===== config.mk =====
export PLATFORM = sky130hd
export DESIGN_NAME = wdt_multisrc
export DESIGN_NICKNAME = d
export VERILOG_FILES = /design/src/rtl/wdt_pkg.sv /design/src/rtl/wdt_edge_sync.sv /design/src/rtl/wdt_cfg_window.sv /design/src/rtl/wdt_switch_seq.sv /design/src/rtl/wdt_counter.sv /design/src/rtl/wdt_multisrc.sv
export SDC_FILE = /design/constraint.sdc
export NUM_CORES = 1
export LEC_CHECK = 0
export CAP_MARGIN = 40
export CORE_ASPECT_RATIO = 0.5
export CORE_MARGIN = 10
export CORE_UTILIZATION = 52
export DETAILED_ROUTE_END_ITERATION = 6
export PLACE_DENSITY = 0.74
export SLEW_MARGIN = 10
export SYNTH_ARGS = -nofsm -noshare
export SYNTH_HDL_FRONTEND = slang
export SYNTH_SLANG_ARGS = --single-unit
export TNS_END_PERCENT = 100

===== constraint.sdc =====
create_clock -name clk -period 2.65 [get_ports clk]
set_input_delay 0.265 -clock clk [delete_from_list [all_inputs] [get_ports clk]]
set_output_delay 0.265 -clock clk [all_outputs]
set_load 0.03 [all_outputs]

===== src/rtl/wdt_pkg.sv =====
package wdt_pkg;
  localparam int CNT_W = 16;

  typedef enum logic [1:0] {
    SRC_BUS  = 2'd0,
    SRC_LPO  = 2'd1,
    SRC_SLOW = 2'd2,
    SRC_EXT  = 2'd3
  } wdt_src_e;

  typedef enum logic [1:0] {
    HS_IDLE = 2'd0,
    HS_OLD  = 2'd1,
    HS_NEW  = 2'd2
  } hold_state_e;

  typedef struct packed {
    wdt_src_e         src;
    logic             div_en;
    logic [CNT_W-1:0] limit;
  } wdt_cfg_t;

  localparam wdt_cfg_t CFG_RESET = '{src: SRC_LPO, div_en: 1'b0, limit: CNT_W'(4)};
endpackage


===== src/rtl/wdt_edge_sync.sv =====
module wdt_edge_sync #(
  parameter int N = 3
) (
  input  logic         clk,
  input  logic         rst_n,
  input  logic [N-1:0] async_i,
  output logic [N-1:0] rise_o,
  output logic [N-1:0] edge_o
);
  // Per input: two synchronizing flops plus one history flop for edge detection.
  for (genvar g = 0; g < N; g++) begin : g_chan
    logic [2:0] sh;
    always_ff @(posedge clk or negedge rst_n) begin
      if (!rst_n) sh <= '0;
      else        sh <= {sh[1:0], async_i[g]};
    end
    assign rise_o[g] = sh[1] & ~sh[2];
    assign edge_o[g] = sh[1] ^ sh[2];
  end
endmodule


===== src/rtl/wdt_cfg_window.sv =====
module wdt_cfg_window
  import wdt_pkg::*;
#(
  parameter int WIN = 128
) (
  input  logic     clk,
  input  logic     rst_n,
  input  logic     unlock_i,
  input  logic     we_i,
  input  wdt_cfg_t wr_cfg_i,
  output wdt_cfg_t active_o,
  output wdt_cfg_t shadow_o,
  output logic     apply_o,
  output logic     src_chg_o,
  output logic     any_chg_o
);
  localparam int WIN_W = (WIN > 1) ? $clog2(WIN) : 1;

  logic             open_q;
  logic [WIN_W-1:0] left_q;
  wdt_cfg_t         act_q, shd_q;

  assign apply_o   = open_q && (left_q == '0);
  assign src_chg_o = apply_o && (shd_q.src != act_q.src);
  assign any_chg_o = apply_o && (shd_q != act_q);
  assign active_o  = act_q;
  assign shadow_o  = shd_q;

  always_ff @(posedge clk or negedge rst_n) begin
    if (!rst_n) begin
      open_q <= 1'b1;
      left_q <= WIN_W'(WIN - 1);
      act_q  <= CFG_RESET;
      shd_q  <= CFG_RESET;
    end else if (open_q) begin
      if (left_q == '0) begin
        open_q <= 1'b0;
        act_q  <= shd_q;
      end else begin
        left_q <= left_q - 1'b1;
        if (we_i) begin
          shd_q.src    <= wr_cfg_i.src;
          shd_q.div_en <= wr_cfg_i.div_en;
          shd_q.limit  <= (wr_cfg_i.limit == '0) ? CNT_W'(1) : wr_cfg_i.limit;
        end
      end
    end else if (unlock_i) begin
      open_q <= 1'b1;
      left_q <= WIN_W'(WIN - 1);
    end
  end
endmodule


===== src/rtl/wdt_switch_seq.sv =====
module wdt_switch_seq
  import wdt_pkg::*;
#(
  parameter int HOLD_EDGES = 5
) (
  input  logic       clk,
  input  logic       rst_n,
  input  logic       start_i,
  input  wdt_src_e   old_src_i,
  input  wdt_src_e   new_src_i,
  input  logic [3:0] evt_i,
  output logic       hold_o
);
  localparam int EC_W = $clog2(HOLD_EDGES + 1);

  hold_state_e     st_q;
  wdt_src_e        old_q, new_q;
  logic [EC_W-1:0] ecnt_q;
  logic            evt;

  assign evt    = (st_q == HS_OLD) ? evt_i[old_q] : evt_i[new_q];
  assign hold_o = (st_q != HS_IDLE);

  always_ff @(posedge clk or negedge rst_n) begin
    if (!rst_n) begin
      st_q   <= HS_IDLE;
      old_q  <= SRC_BUS;
      new_q  <= SRC_BUS;
      ecnt_q <= '0;
    end else if (start_i) begin
      st_q   <= HS_OLD;
      old_q  <= old_src_i;
      new_q  <= new_src_i;
      ecnt_q <= '0;
    end else if (st_q != HS_IDLE && evt) begin
      if (ecnt_q == EC_W'(HOLD_EDGES - 1)) begin
        ecnt_q <= '0;
        st_q   <= (st_q == HS_OLD) ? HS_NEW : HS_IDLE;
      end else begin
        ecnt_q <= ecnt_q + 1'b1;
      end
    end
  end
endmodule


===== src/rtl/wdt_counter.sv =====
module wdt_counter
  import wdt_pkg::*;
#(
  parameter int PRE_W = 8
) (
  input  logic             clk,
  input  logic             rst_n,
  input  logic             src_tick_i,
  input  logic             div_en_i,
  input  logic [CNT_W-1:0] limit_i,
  input  logic             hold_i,
  input  logic             clr_i,
  input  logic             kick_i,
  output logic [CNT_W-1:0] count_o,
  output logic             bite_o
);
  logic [PRE_W-1:0] pre_q;
  logic [CNT_W-1:0] cnt_q, nxt;
  logic             bite_q, cnt_tick;

  assign cnt_tick = div_en_i ? (src_tick_i && (pre_q == '1)) : src_tick_i;
  assign nxt      = cnt_q + 1'b1;
  assign count_o  = cnt_q;
  assign bite_o   = bite_q;

  always_ff @(posedge clk or negedge rst_n) begin
    if (!rst_n) begin
      pre_q  <= '0;
      cnt_q  <= '0;
      bite_q <= 1'b0;
    end else begin
      bite_q <= 1'b0;
      if (clr_i || hold_i) begin
        pre_q <= '0;
        cnt_q <= '0;
      end else begin
        if (div_en_i && src_tick_i) pre_q <= pre_q + 1'b1;
        if (kick_i) begin
          cnt_q <= '0;
        end else if (cnt_tick) begin
          if (nxt == limit_i) begin
            cnt_q  <= '0;
            bite_q <= 1'b1;
          end else begin
            cnt_q <= nxt;
          end
        end
      end
    end
  end
endmodule


===== src/rtl/wdt_multisrc.sv =====
module wdt_multisrc
  import wdt_pkg::*;
#(
  parameter int CFG_WIN    = 128,
  parameter int HOLD_EDGES = 5,
  parameter int PRE_W      = 8
) (
  input  logic             clk,
  input  logic             rst_n,
  input  logic             lpo_clk_i,
  input  logic             slow_clk_i,
  input  logic             ext_clk_i,
  input  logic             cfg_unlock_i,
  input  logic             cfg_we_i,
  input  logic [1:0]       cfg_src_i,
  input  logic             cfg_div_i,
  input  logic [CNT_W-1:0] cfg_limit_i,
  input  logic             kick_i,
  output logic [CNT_W-1:0] count_o,
  output logic             wd_rst_o
);
  logic [2:0] alt_rise, alt_edge;
  logic [3:0] tick_vec, evt_vec;
  wdt_cfg_t   wr_cfg, act_cfg, shd_cfg;
  logic       apply_w, src_chg_w, any_chg_w, hold_w, src_tick;

  assign wr_cfg = '{src: wdt_src_e'(cfg_src_i), div_en: cfg_div_i, limit: cfg_limit_i};

  wdt_edge_sync #(.N(3)) u_sync (
    .clk(clk), .rst_n(rst_n),
    .async_i({ext_clk_i, slow_clk_i, lpo_clk_i}),
    .rise_o(alt_rise), .edge_o(alt_edge)
  );

  // Index 0 is the bus clock: one tick and one hold event per cycle.
  assign tick_vec = {alt_rise, 1'b1};
  assign evt_vec  = {alt_edge, 1'b1};
  assign src_tick = tick_vec[act_cfg.src];

  wdt_cfg_window #(.WIN(CFG_WIN)) u_win (
    .clk(clk), .rst_n(rst_n),
    .unlock_i(cfg_unlock_i), .we_i(cfg_we_i), .wr_cfg_i(wr_cfg),
    .active_o(act_cfg), .shadow_o(shd_cfg),
    .apply_o(apply_w), .src_chg_o(src_chg_w), .any_chg_o(any_chg_w)
  );

  wdt_switch_seq #(.HOLD_EDGES(HOLD_EDGES)) u_seq (
    .clk(clk), .rst_n(rst_n),
    .start_i(src_chg_w), .old_src_i(act_cfg.src), .new_src_i(shd_cfg.src),
    .evt_i(evt_vec), .hold_o(hold_w)
  );

  wdt_counter #(.PRE_W(PRE_W)) u_cnt (
    .clk(clk), .rst_n(rst_n),
    .src_tick_i(src_tick), .div_en_i(act_cfg.div_en), .limit_i(act_cfg.limit),
    .hold_i(hold_w), .clr_i(any_chg_w), .kick_i(kick_i),
    .count_o(count_o), .bite_o(wd_rst_o)
  );
endmodule


After elaboration in Yosys (flattened, before gate mapping)
Index checks and enable logic that the tools add are counted.
W data, S select, Z words.
{"block": "word_totals", "ff_bits": 89, "latchBits": 0, "ramBits": 0, "rom_bits": 0, "in_bits": 27, "out_inout_bits": 17, "wordCells": 93, "memories": 0}
{"block": "classes", "addsub": 4, "multipliers": 0, "div": 0, "order_cmp": 3, "eq_ne": 7, "n_shift": 0, "n_mux": 32, "bitwise_logic": 10, "reduce_logical": 19}
{"op": "$mux W16", "count": 5}
{"op": "$mux W7", "count": 3}
{"op": "$ne A19 B19 Y1", "count": 1}
{"op": "$add A16 B1 Y16 const B", "count": 1}
{"op": "$eq A16 B16 Y1", "count": 1}
{"op": "$logic_not A16 Y1", "count": 1}
{"op": "$mux W8", "count": 2}
{"op": "$mux W1", "count": 12}
{"op": "$reduce_bool A2 Y1", "count": 5}
{"op": "$lt A2 B3 Y1 const B", "count": 3}
{"op": "$mux W3", "count": 3}
{"op": "$add A8 B1 Y8 const B", "count": 1}
{"op": "$eq A8 B8 Y1 const B", "count": 1}
{"op": "$mux W2", "count": 4}
{"op": "$logic_not A7 Y1", "count": 1}
{"op": "$sub A7 B1 Y7 const B", "count": 1}
{"op": "$bmux W1 S2", "count": 3}
{"op": "$logic_and A1 B1 Y1", "count": 6}
{"op": "$reduce_and A2 Y1", "count": 3}
{"op": "$not A1 Y1", "count": 4}
{"op": "$add A3 B1 Y3 const B", "count": 1}
{"op": "$and A1 B1 Y1", "count": 3}
{"op": "$eq A3 B3 Y1 const B", "count": 1}
{"op": "$reduce_and A3 Y1", "count": 1}
{"op": "6 further kinds", "count": 8}

Logic depth before layout (Yosys ltp)
Gate-level depths: netlist (run 1).
{"block": "logic_depth", "depth_word": 9, "ltp_mapped": 10, "depth_no_buf": 9}

By module
A second synthesis (run 1) with hierarchy kept.
{"block": "hier_totals", "cells_unflattened": 480, "area_unflattened_um2": 5158.7}
{"module": "wdt_cfg_window", "n_inst": 1, "cells_per_inst": 158, "area_per_inst_um2": 2207.1, "seq_area_each_um2": 1166.1}
{"module": "wdt_counter", "n_inst": 1, "cells_per_inst": 261, "area_per_inst_um2": 2155.8, "seq_area_each_um2": 625.6}
{"module": "wdt_switch_seq", "n_inst": 1, "cells_per_inst": 39, "area_per_inst_um2": 479.2, "seq_area_each_um2": 225.2}
{"module": "wdt_edge_sync", "n_inst": 1, "cells_per_inst": 18, "area_per_inst_um2": 285.3, "seq_area_each_um2": 225.2}
{"module": "wdt_multisrc", "n_inst": 1, "cells_per_inst": 4, "area_per_inst_um2": 31.3, "seq_area_each_um2": 0.0}

Worst setup path after synthesis (run 1)
Ideal clock, no wire load.
{"block": "synth_timing", "path_kind": "register -> register", "from": "register u_cnt.cnt_q[0], in the netlist u_cnt.count_o[0]", "to": "register u_cnt.cnt_q[8], in the netlist u_cnt.count_o[8]", "t_arrival_ns": 2.729, "required_time_ns": 2.520, "setup_slack_ns": -0.209, "stages_incl_launch_ff": 11, "cell_sequence": "dfrtp_1 > ha_1 > and3_1 > buf_2 > nand4_1 > xnor2_1 > a2111o_1 > or4_4 > buf_6 > a31oi_1 > o22ai_1"}
{"block": "synth_between", "elab_chain_cells": 6}
{"item": "from (decl)", "line_no": "wdt_counter.sv:18", "rtl": "logic [CNT_W-1:0] cnt_q, nxt;"}
{"item": "from (signal assigned)", "line_no": "wdt_counter.sv:45", "rtl": "cnt_q <= nxt;"}
{"item": "$add A16 B1 Y16 (*)", "line_no": "wdt_counter.sv:22", "rtl": "assign nxt = cnt_q + 1'b1;"}
{"item": "$eq A16 B16 Y1", "line_no": "wdt_counter.sv:41", "rtl": "if (nxt == limit_i) begin"}
{"item": "$mux W16 (*)", "line_no": "wdt_counter.sv:41"}
{"item": "$mux W16 (*)", "line_no": "wdt_counter.sv:40", "rtl": "end else if (cnt_tick) begin"}
{"item": "$mux W16 (*)", "line_no": "wdt_counter.sv:38", "rtl": "if (kick_i) begin"}
{"item": "$mux W16 (*)", "line_no": "wdt_counter.sv:33", "rtl": "if (clr_i || hold_i) begin"}
Mark *: on every way between the ends. The rest lies on a longest branch, timed or not. The select of a mux whose other input is x is not followed.
A chain may end at the register's enable or synchronous reset.

Worst setup path after layout (run 1)
{"block": "layout_timing", "from": "register u_cnt.cnt_q[1], in the netlist u_cnt.count_o[1]", "to": "register u_cnt.cnt_q[9], in the netlist u_cnt.count_o[9]"}
Same word-level chain as after synthesis.

==> results.json, run 1 <==
{
  "post-route-drc-count": 0,
  "clock.fmax_ghz": 0.389,
  "yosysUniqueCellTypes": 52,
  "worstPathCellList": "ha_4 -> xor2_1 -> or3_1 -> o21a_1 -> a2111o_1 -> or4_4 -> buf_6 -> a31oi_1 -> o22ai_1",
  "slowest_stage": "or4_4",
  "worst_ep_required_time_ns": 2.86,
  "clock_latency_ns": 0.34,
  "dp_worst_setup_slack_ns": 0.0203,
  "port_buffers": 43,
  "finalNetCount": 532,
  "grt_use_total_pct": 15.3,
  "crit_family": "simple AND/OR/NAND/NOR gates",
  "synth-seq-cells": 89,
  "overflow": 0,
  "post-route-period-util_pct": 97.1,
  "areaGrowthSynthToFinish_pct": 24.3,
  "cts_sinks": 89,
  "setup_ws_ns": 0.0768,
  "cts_made_buffers": 9,
  "synth_flop_cell": "dfrtp_1",
  "grt_pass1_wl_mm": 16.6,
  "vias": 3446,
  "grt_max_degree": 51,
  "synth_top_family_by_area": "simple AND/OR/NAND/NOR gates",
  "avgSynthCellArea_um2": 10.6,
  "ys_warn_count": 0,
  "die_y_um": 86.4,
  "synth.net_count": 466,
  "powerDensity_nw_per_um2": 544,
  "gp_congestion": 0.903,
  "synth_xor_xnor_area_share_pct": 9.36,
  "drt-total-wl_mm": 10.1,
  "dieArea_um2": 13200,
  "hpwl_mm": 7.28,
  "viasPerCell": 5.57,
  "stdcell_area_um2": 5700,
  "wl_per_cell_um": 16.3,
  "syn_area_um2": 4590,
  "drive_gt1_share_pct": 23.5,
  "finalHoldViolCount": 0,
  "start_util_pct": 53.0,
  "p_leak_nw": 2.43,
  "clk_pin_slew_worst_paths_ns": 0.06,
  "ctsHtreeMaxLevel": 3,
  "cts_tree": "done",
  "post-route-util_pct": 65.9,
  "synth_mux_area_share_pct": 11.3,
  "rows": 24,
  "cts_setup_buffers": 0,
  "syn-instance-count": 431,
  "grt_pass1_vias": 3405,
  "synth_fa_ha_area_share_pct": 2.18,
  "rsz0062_at_grt": "true",
  "drv_slew": 0,
  "final.setup_skew_ns": 0.00554,
  "fp.dieW_um": 153,
  "cts_buffer_depth": 2,
  "antenna_found_initial": 0,
  "ys_async_sr_fraction_pct": 100,
  "worstPathMaxFanout": 11,
  "synth_simple_gate_area_share_pct": 17.6,
  "r2r_slack_ns": 0.08,
  "worstMarginPinSlew_ns": 0.647,
  "arrival_ns": 2.79,
  "cp_num_buf_inv": 1,
  "critical_path_class": "flip-flop to flip-flop",
  "setup_viol": 0,
  "drt_iter0_markers": 129,
  "period_needed_ns": 2.57,
  "cts_root_buf": "clkbuf_16",
  "vdd_drop_max_mv": 0.305,
  "ant_nets": 0,
  "max_stage_delay_ns": 0.51,
  "diodes": 0,
  "hold_class": "flip-flop to flip-flop",
  "core-area_um2": 8650,
  "status": "finished, final reports clean",
  "final_common_cell": "dfrtp_1",
  "cap_viol_max_count": 0,
  "end_kind": "flip-flop",
  "final_cell_mix": "72 x dfrtp_1, 49 x nand2_1, 42 x clkdlybuf4s50_1, 37 x mux2_2, 30 x xnor2_1",
  "cp-start-kind": "flip-flop",
  "synth-edff-count": 0,
  "synth_compound_area_share_pct": 7.56,
  "slew_headroom_pct": 56.8,
  "drt_first_pass_iters": 4,
  "io_pins": 44,
  "ys_seq_area_share_pct": 48.9,
  "power_mw": 3.10,
  "placed_cell_area_um2": 5360
}
[registers in the layout, indices dropped and copies added (netlist names)]
name	cells
u_seq.ecnt_q	3
u_cnt.pre_q	8
u_seq.st_q	2
u_win.active_o	19
u_sync.g_chan.sh	9
u_win.shadow_o	19
u_cnt.bite_o	1
u_seq.old_q	2
u_win.left_q	7
u_win.open_q	1
u_cnt.count_o	16
u_seq.new_q	2
[kinds of logic after synthesis]
logic type / count (synthesis)
AOI/OAI and AO/OA: 54
muxes: 47
xor gates and xnor gates: 49
and+or+nand+nor: 152
adders and majority gates: 8
DFF: 89
buffers and inverters: 32
[power by group]
part / total (mW) / internal (mW) / leakage (nW) / switching [mW]
Sequential: 1.46 / 1.41 / 1.13 / 0.0451
Combinational: 0.435 / 0.219 / 1.16 / 0.216
Clock: 1.21 / 0.687 / 0.139 / 0.519
Total: 3.10 / 2.32 / 2.43 / 0.780
[worst reg2reg max path, delay by kind of cell (launching register included)]
kind                       cells  cell delay (ns)
DFF                            1             0.42
xor gates and xnor gates       1             0.15
and+or+nand+nor                2             0.86
AOI/OAI and AO/OA              4             0.68
buffers and inverters          1             0.16
adders and majority gates      1             0.18
[layer usage]
layer  track usage (%)  routed length, µm
met2              25.6               4910
met5                 0                  0
met4              5.16                104
met3              4.30                510
met1              18.9               4580
[what timing repair did]
action,in CTS,in global routing
resized for setup,1,8
hold endpoints to repair,47,0
endpoints found under the setup margin,1,7
pin swaps,0,3
hold buffers,1,0
[path summary, 6_finish.rpt]
kind,end,start,depth (start not counted)
setup / recovery,u_cnt.count_o[9]$_DFFE_PN0P_,u_cnt.count_o[1]$_DFFE_PN0P_,9
hold / removal,u_sync.g_chan[2].sh[1]$_DFF_PN0_,u_sync.g_chan[2].sh[0]$_DFF_PN0_,0
setup reg to reg,u_cnt.count_o[9]$_DFFE_PN0P_,u_cnt.count_o[1]$_DFFE_PN0P_,9
hold reg to reg,u_sync.g_chan[2].sh[1]$_DFF_PN0_,u_sync.g_chan[2].sh[0]$_DFF_PN0_,0
max in group asynchronous,u_win.left_q[2]$_DFFE_PN1P_,rst_n,3
min in group asynchronous,u_cnt.pre_q[3]$_DFFE_PN0P_,rst_n,2
[metrics by stage]
| stage | setup TNS [ns] | hold slack [ns] | cells |
|---|---|---|---|
| finish | 0 | 0.347 | 619 |
| global route | -0.00268 | 0.349 | 619 |
| CTS | 0 | 0.349 | 619 |
| detailed placement | 0 | 0.335 | 602 |
| global placement | 0 | 0.333 | 602 |
| floorplan | 0 | -0.0306 | 431 |
[cell type report]
type                    instances  area, µm²
clock inverters                 4       26.3
well taps                     117        146
multi-input cells             310       2280
fillers                       697       2950
repair buffers                 73        688
flip-flops and latches         89       2250
inverters                      14       52.6
clock buffers                  12        256
[synth_stat cells, types with 7 or more instances]
cell | instances | area (µm²)
dfrtp_1 | 77 | 1930
nand2_1 | 49 | 184
mux2_2 | 37 | 417
xnor2_1 | 31 | 272
nor2_1 | 21 | 78.8
nand3_1 | 19 | 95.1
xor2_1 | 18 | 158
nand4_1 | 17 | 106
a21oi_1 | 14 | 70.1
inv_1 | 14 | 52.6
dfstp_2 | 12 | 315
o21ai_0 | 12 | 60.1
mux2i_1 | 10 | 100
buf_2 | 9 | 45.0
nor4_1 | 9 | 56.3
a31oi_1 | 8 | 50.1
ha_1 | 8 | 100
clkbuf_1 | 7 | 26.3
(Power assumes the default switching activity.)
==> run 2: changes to the inputs <==
--- a/config.mk
+++ b/config.mk
@@ -9,7 +9,9 @@
 export CORE_ASPECT_RATIO = 0.5
 export CORE_MARGIN = 10
 export CORE_UTILIZATION = 52
+export CTS_CLUSTER_SIZE = 25
 export DETAILED_ROUTE_END_ITERATION = 6
+export MAX_ROUTING_LAYER = met4
 export PLACE_DENSITY = 0.74
 export SLEW_MARGIN = 10
 export SYNTH_ARGS = -nofsm -noshare
==> run 2 against run 1 <==
  * Die area unchanged
  * Largest power group unchanged
  * Flip-flop and latch count unchanged
  * Wire length down 0.17%
  * Critical path type unchanged
  * Critical endpoint unchanged
==> results.json, run 2 (same netlist as run 1, synthesis figures left out) <==
{
  "die_y_um": 86.4,
  "end_kind": "flip-flop",
  "slowest_stage": "or4_4",
  "finalSetupTns_ns": 0,
  "finalHoldViolCount": 0,
  "hold_class": "flip-flop to flip-flop",
  "vias": 3458,
  "grt_pass1_vias": 3409,
  "drive_gt1_share_pct": 23.5,
  "cts_root_buf": "clkbuf_16",
  "vdd_drop_max_mv": 0.309,
  "arrival_ns": 2.79,
  "drv_slew": 0,
  "dp.cells": 602,
  "clock_latency_ns": 0.34,
  "min_path_cells": 0,
  "period_needed_ns": 2.57,
  "rows": 24,
  "cp-start-kind": "flip-flop",
  "status": "finished, final reports clean",
  "reg2reg_depth": 9,
  "finalNetCount": 532,
  "port_buffers": 43,
  "overflow": 0,
  "post-route-period-util_pct": 97.0,
  "setup_viol": 0,
  "grt_busiest_layer": "met2",
  "antenna_found_initial": 0,
  "start_util_pct": 53.0,
  "p_leak_nw": 2.43,
  "areaGrowthSynthToFinish_pct": 24.3,
  "wl_per_cell_um": 16.3,
  "drt_first_pass_iters": 4,
  "finalNonFillerCells": 619,
  "worstReg2RegEnd": "u_cnt.count_o[9]$_DFFE_PN0P_",
  "worstMarginPinSlew_ns": 0.646,
  "worstPathCellList": "ha_4 -> xor2_1 -> or3_1 -> o21a_1 -> a2111o_1 -> or4_4 -> buf_6 -> a31oi_1 -> o22ai_1",
  "cts_made_buffers": 9,
  "final_cell_mix": "72 x dfrtp_1, 49 x nand2_1, 42 x clkdlybuf4s50_1, 37 x mux2_2, 30 x xnor2_1",
  "io_pins": 44,
  "ant_nets": 0,
  "r2r_slack_ns": 0.08,
  "dieArea_um2": 13200,
  "cts_sinks": 89,
  "whs_endpoint": "u_sync.g_chan[2].sh[1]$_DFF_PN0_",
  "drt_iter0_markers": 110,
  "placed_cell_area_um2": 5360,
  "grt_use_met3_pct": 4.79,
  "stdcell_area_um2": 5700,
  "drt-total-wl_mm": 10.1,
  "hpwl_mm": 7.28,
  "r2r_start": "u_cnt.count_o[1]$_DFFE_PN0P_",
  "clock.fmax_ghz": 0.389,
  "fp.dieW_um": 153,
  "hold_start": "u_sync.g_chan[2].sh[0]$_DFF_PN0_",
  "cts_buffer_depth": 2,
  "rsz0062_at_grt": "true",
  "cap_viol_max_count": 0,
  "grtUsageMet1_pct": 18.8,
  "worstPathMaxFanout": 11,
  "powerDensity_nw_per_um2": 543,
  "max_stage_delay_ns": 0.51,
  "grt_use_total_pct": 15.8,
  "viasPerCell": 5.59,
  "startpoint": "u_cnt.count_o[1]$_DFFE_PN0P_",
  "final_common_cell": "dfrtp_1",
  "slew_headroom_pct": 56.9,
  "grt_pass1_wl_mm": 16.6,
  "clk_pin_slew_worst_paths_ns": 0.06,
  "critical_path_class": "flip-flop to flip-flop",
  "worst_ep_required_time_ns": 2.87,
  "ctsHtreeMaxLevel": 3,
  "core-area_um2": 8650,
  "met2_usage_pct": 25.7,
  "gp_congestion": 0.919,
  "final.setup_skew_ns": 0.00543,
  "cts_tree": "done",
  "post-route-drc-count": 0,
  "grt_max_degree": 51,
  "diodes": 0
}
==> run 2: cell counts in the layout (fill, tap and decap cells not counted) <==
Identical to the previous run, type by type.
==> run 2: per-layer routing <==
metal / part of all wire, % / up-vias
li1: - / 1673
met1: 46 / 1699
met2: 48 / 74
met4: 1.2 / 0
met5: 0 / -
met3: 5.1 / 12
==> run 2: area by class of cell <==
| type | instances | area (µm²) |
|---|---|---|
| clock buffers | 12 | 256 |
| inverters | 14 | 52.6 |
| multi-input cells | 310 | 2280 |
| clock inverters | 4 | 26.3 |
| fillers | 697 | 2950 |
| flip-flops and latches | 89 | 2250 |
| well taps | 117 | 146 |
| repair buffers | 73 | 688 |
==> run 2: worst max path at each step <==
stage	depth (start not counted)	endpoint
3_3_place_gp	9	u_cnt.count_o[8]$_DFFE_PN0P_
5_1_grt	9	u_cnt.count_o[9]$_DFFE_PN0P_
3_5_place_dp	9	u_cnt.count_o[9]$_DFFE_PN0P_
6_report	9	u_cnt.count_o[9]$_DFFE_PN0P_
4_1_cts	9	u_cnt.count_o[9]$_DFFE_PN0P_
2_1_floorplan	10	u_cnt.count_o[8]$_DFFE_PN0P_
==> run 2: per-stage QoR <==
stage                     power [mW]  hold slack [ns]  setup WS, ns  utilization (%)
final                           3.10            0.347        0.0805             65.9
after global routing            3.22            0.346      -0.00260             65.9
after CTS                       3.11            0.349        0.0368             65.4
after detailed placement        1.90            0.335        0.0203             62.0
after global placement          1.89            0.333        0.0491             62.0
after floorplan                 1.72          -0.0306      0.000347                -
==> run 2: critical path: cells and delay by family, from the launching register on <==
kind / cells / cell delay (ns)
compound gates: 4 / 0.69
flops: 1 / 0.42
fa+ha+maj: 1 / 0.18
simple gates: 2 / 0.86
buf+inv: 1 / 0.16
xor+xnor: 1 / 0.15
==> run 2: power breakdown <==
part | switching (mW) | internal (mW)
sequential | 0.0453 | 1.41
combinational | 0.216 | 0.219
clock | 0.516 | 0.687
total | 0.777 | 2.32
==> run 2: repair_timing <==
item | CTS | global route
hold endpoints to repair | 47 | 0
pin swaps | 0 | 3
gates cloned | 0 | 0
setup endpoints to repair | 1 | 7
resized for setup | 1 | 8
setup buffers | 0 | 0
hold buffers | 1 | 0
==> run 3: changes to the inputs <==
--- a/config.mk
+++ b/config.mk
@@ -13,6 +13,7 @@
 export DETAILED_ROUTE_END_ITERATION = 6
 export MAX_ROUTING_LAYER = met4
 export PLACE_DENSITY = 0.74
+export REMOVE_ABC_BUFFERS = 1
 export SLEW_MARGIN = 10
 export SYNTH_ARGS = -nofsm -noshare
 export SYNTH_HDL_FRONTEND = slang
==> run 3 against run 2 <==
  * The run now ends with negative setup slack left
  * Global-route usage grew 0.27 points
  * Clock-buffer cell count shrank 1
  * Hold slack gained 0.0028 ns
  * Combinational power grew 14%
  * Utilization grew 1.8 points
  * Final area grew 2.7%
  * Cell count grew 1.5%
  * Maximum frequency shrank 4.0%
  * Via count grew 1.6%
  * First-iteration DRC count grew 100%
  * Total power grew 8.1%
  * Sequential share of layout area shrank 1.2 points
  * Largest power group unchanged
==> results.json, run 3 (same netlist as run 1, synthesis figures left out) <==
{
  "status": "finished, violations left",
  "violations": "negative setup slack",
  "dp_worst_setup_slack_ns": -0.139,
  "cts_sinks": 89,
  "clockPowerShare_pct": 41.6,
  "p_int_mw": 2.53,
  "end_kind": "flip-flop",
  "core-area_um2": 8650,
  "fp.dieW_um": 153,
  "post-route-drc-count": 0,
  "final.setup_skew_ns": 0.0111,
  "drt_iter0_markers": 223,
  "cap_viol_max_count": 0,
  "viasPerCell": 5.60,
  "worstPathMaxFanout": 10,
  "hpwl_mm": 7.42,
  "antenna_found_initial": 0,
  "rsz0062_at_grt": "true",
  "drt_first_pass_iters": 4,
  "post-route-period-util_pct": 101,
  "hold_class": "input port to flip-flop",
  "final_cell_mix": "77 x dfrtp_1, 49 x nand2_1, 42 x clkdlybuf4s50_1, 37 x mux2_2, 35 x buf_4",
  "switchingPower_mw": 0.814,
  "slew_headroom_pct": 63.9,
  "fillers": 647,
  "p_leak_nw": 2.51,
  "diodes": 0,
  "placed_cell_area_um2": 5400,
  "ctsHtreeMaxLevel": 3,
  "cts_buffer_depth": 2,
  "worstMarginPinSlew_ns": 0.541,
  "die_y_um": 86.4,
  "cp-start-kind": "flip-flop",
  "areaGrowthSynthToFinish_pct": 27.7,
  "combinationalPowerShare_pct": 14.8,
  "p_sw_share_pct": 24.3,
  "drt-total-wl_mm": 10.3,
  "cts_tree": "done",
  "period_needed_ns": 2.68,
  "r2r_start": "u_cnt.count_o[0]$_DFFE_PN0P_",
  "grt_use_met3_pct": 4.70,
  "hold_start": "ext_clk_i",
  "met2_usage_pct": 25.6,
  "dieArea_um2": 13200,
  "finalNetCount": 541,
  "grt_use_total_pct": 16.0,
  "critical_path_class": "flip-flop to flip-flop",
  "port_buffers": 43,
  "arrival_ns": 2.90,
  "powerDensity_nw_per_um2": 571,
  "worst_ep_required_time_ns": 2.87,
  "power_frac_seq_pct": 43.6,
  "holdWs_ns": 0.350,
  "wl_per_cell_um": 16.5,
  "setup_ws_ns": -0.0259,
  "clock.fmax_ghz": 0.374,
  "clock_latency_ns": 0.35,
  "grt_pass1_wl_mm": 16.9,
  "cts_made_buffers": 9,
  "finalHoldViolCount": 0,
  "start_util_pct": 53.0,
  "cts_root_buf": "clkbuf_16",
  "drive_gt1_share_pct": 24.7,
  "final_common_cell": "dfrtp_1",
  "power_mw": 3.35,
  "vias": 3514,
  "vdd_drop_max_mv": 0.366,
  "overflow": 0,
  "grtUsageMet1_pct": 19.4,
  "startpoint": "u_cnt.count_o[0]$_DFFE_PN0P_",
  "gp_congestion": 0.873,
  "grt_max_degree": 49,
  "stdcell_area_um2": 5860,
  "clk_pin_slew_worst_paths_ns": 0.06,
  "grt_pass1_vias": 3530,
  "io_pins": 44,
  "grt_busiest_layer": "met2",
  "rows": 24,
  "post-route-util_pct": 67.7,
  "ant_nets": 0,
  "setup_viol": 2,
  "drv_slew": 0
}
==> run 3: changes by cell type in the layout (fill, tap and decap cells not counted), sizes merged <==
cell / before / now
buf: 30 / 39
clkinv: 2 / 1
bufinv: 0 / 2
inv: 15 / 16
clkbuf: 12 / 11
clkinvlp: 1 / 0
==> run 3: path summary, 6_finish.rpt <==
check	endpoint	slack, ns	cells after the start
setup / recovery	u_cnt.count_o[9]$_DFFE_PN0P_	-0.03	9
hold / removal	u_sync.g_chan[2].sh[0]$_DFF_PN0_	0.35	1
setup reg to reg	u_cnt.count_o[9]$_DFFE_PN0P_	-0.03	9
hold reg to reg	u_sync.g_chan[2].sh[1]$_DFF_PN0_	0.35	0
max in group asynchronous	u_win.active_o[2]$_DFFE_PN1P_	1.50	3
min in group asynchronous	u_sync.g_chan[2].sh[0]$_DFF_PN0_	0.45	2
==> run 3: repair_timing <==
action | 4_1_cts | 5_1_grt
hold buffers | 1 | 0
endpoints found under the hold margin | 31 | 0
resized for setup | 3 | 16
buffers inserted | 0 | 2
pin swaps | 1 | 6
endpoints found under the setup margin | 16 | 16
gates cloned | 0 | 0
==> run 3: per-stage QoR <==
| stage | setup TNS [ns] | std cells |
|---|---|---|
| floorplan | -21.42 | 413 |
| global placement | -0.147 | 609 |
| detailed placement | -1.11 | 609 |
| CTS | 0 | 626 |
| global route | -0.430 | 628 |
| finish | -0.0336 | 628 |
==> run 3: power groups by stage <==
| stage | Combinational (mW) | Clock, mW | Sequential [mW] |
|---|---|---|---|
| after floorplan | 0.182 | 0 | 1.50 |
| after global placement | 0.449 | 0 | 1.47 |
| after detailed placement | 0.454 | 0 | 1.48 |
| after CTS | 0.461 | 1.43 | 1.45 |
| after global routing | 0.538 | 1.48 | 1.46 |
| final | 0.495 | 1.39 | 1.46 |
==> run 3: metal layers <==
layer / up-vias / share of wire (%)
met5: - / 0
met4: 0 / 1.3
met3: 16 / 4.6
met2: 63 / 48
met1: 1730 / 46
li1: 1705 / -
==> run 3: final cells by class <==
cell class / count / area [µm²] / share of cell area (%)
clock buffers: 11 / 243 / 4.14
clock inverters: 5 / 86.3 / 1.47
inverters: 14 / 52.6 / 0.897
multi-input cells: 310 / 2320 / 39.7
flip-flops and latches: 89 / 2240 / 38.3
well taps: 117 / 146 / 2.50
repair buffers: 82 / 764 / 13.0
==> run 3: worst max-delay path, cell delays in order, from the launching register on <==
cell	delay, ns
dfrtp_1	0.41
ha_4	0.20
and3_4	0.24
nand4_1	0.15
xnor2_1	0.20
a2111o_1	0.36
or4_4	0.56
buf_12	0.18
a31oi_4	0.17
o22ai_1	0.10
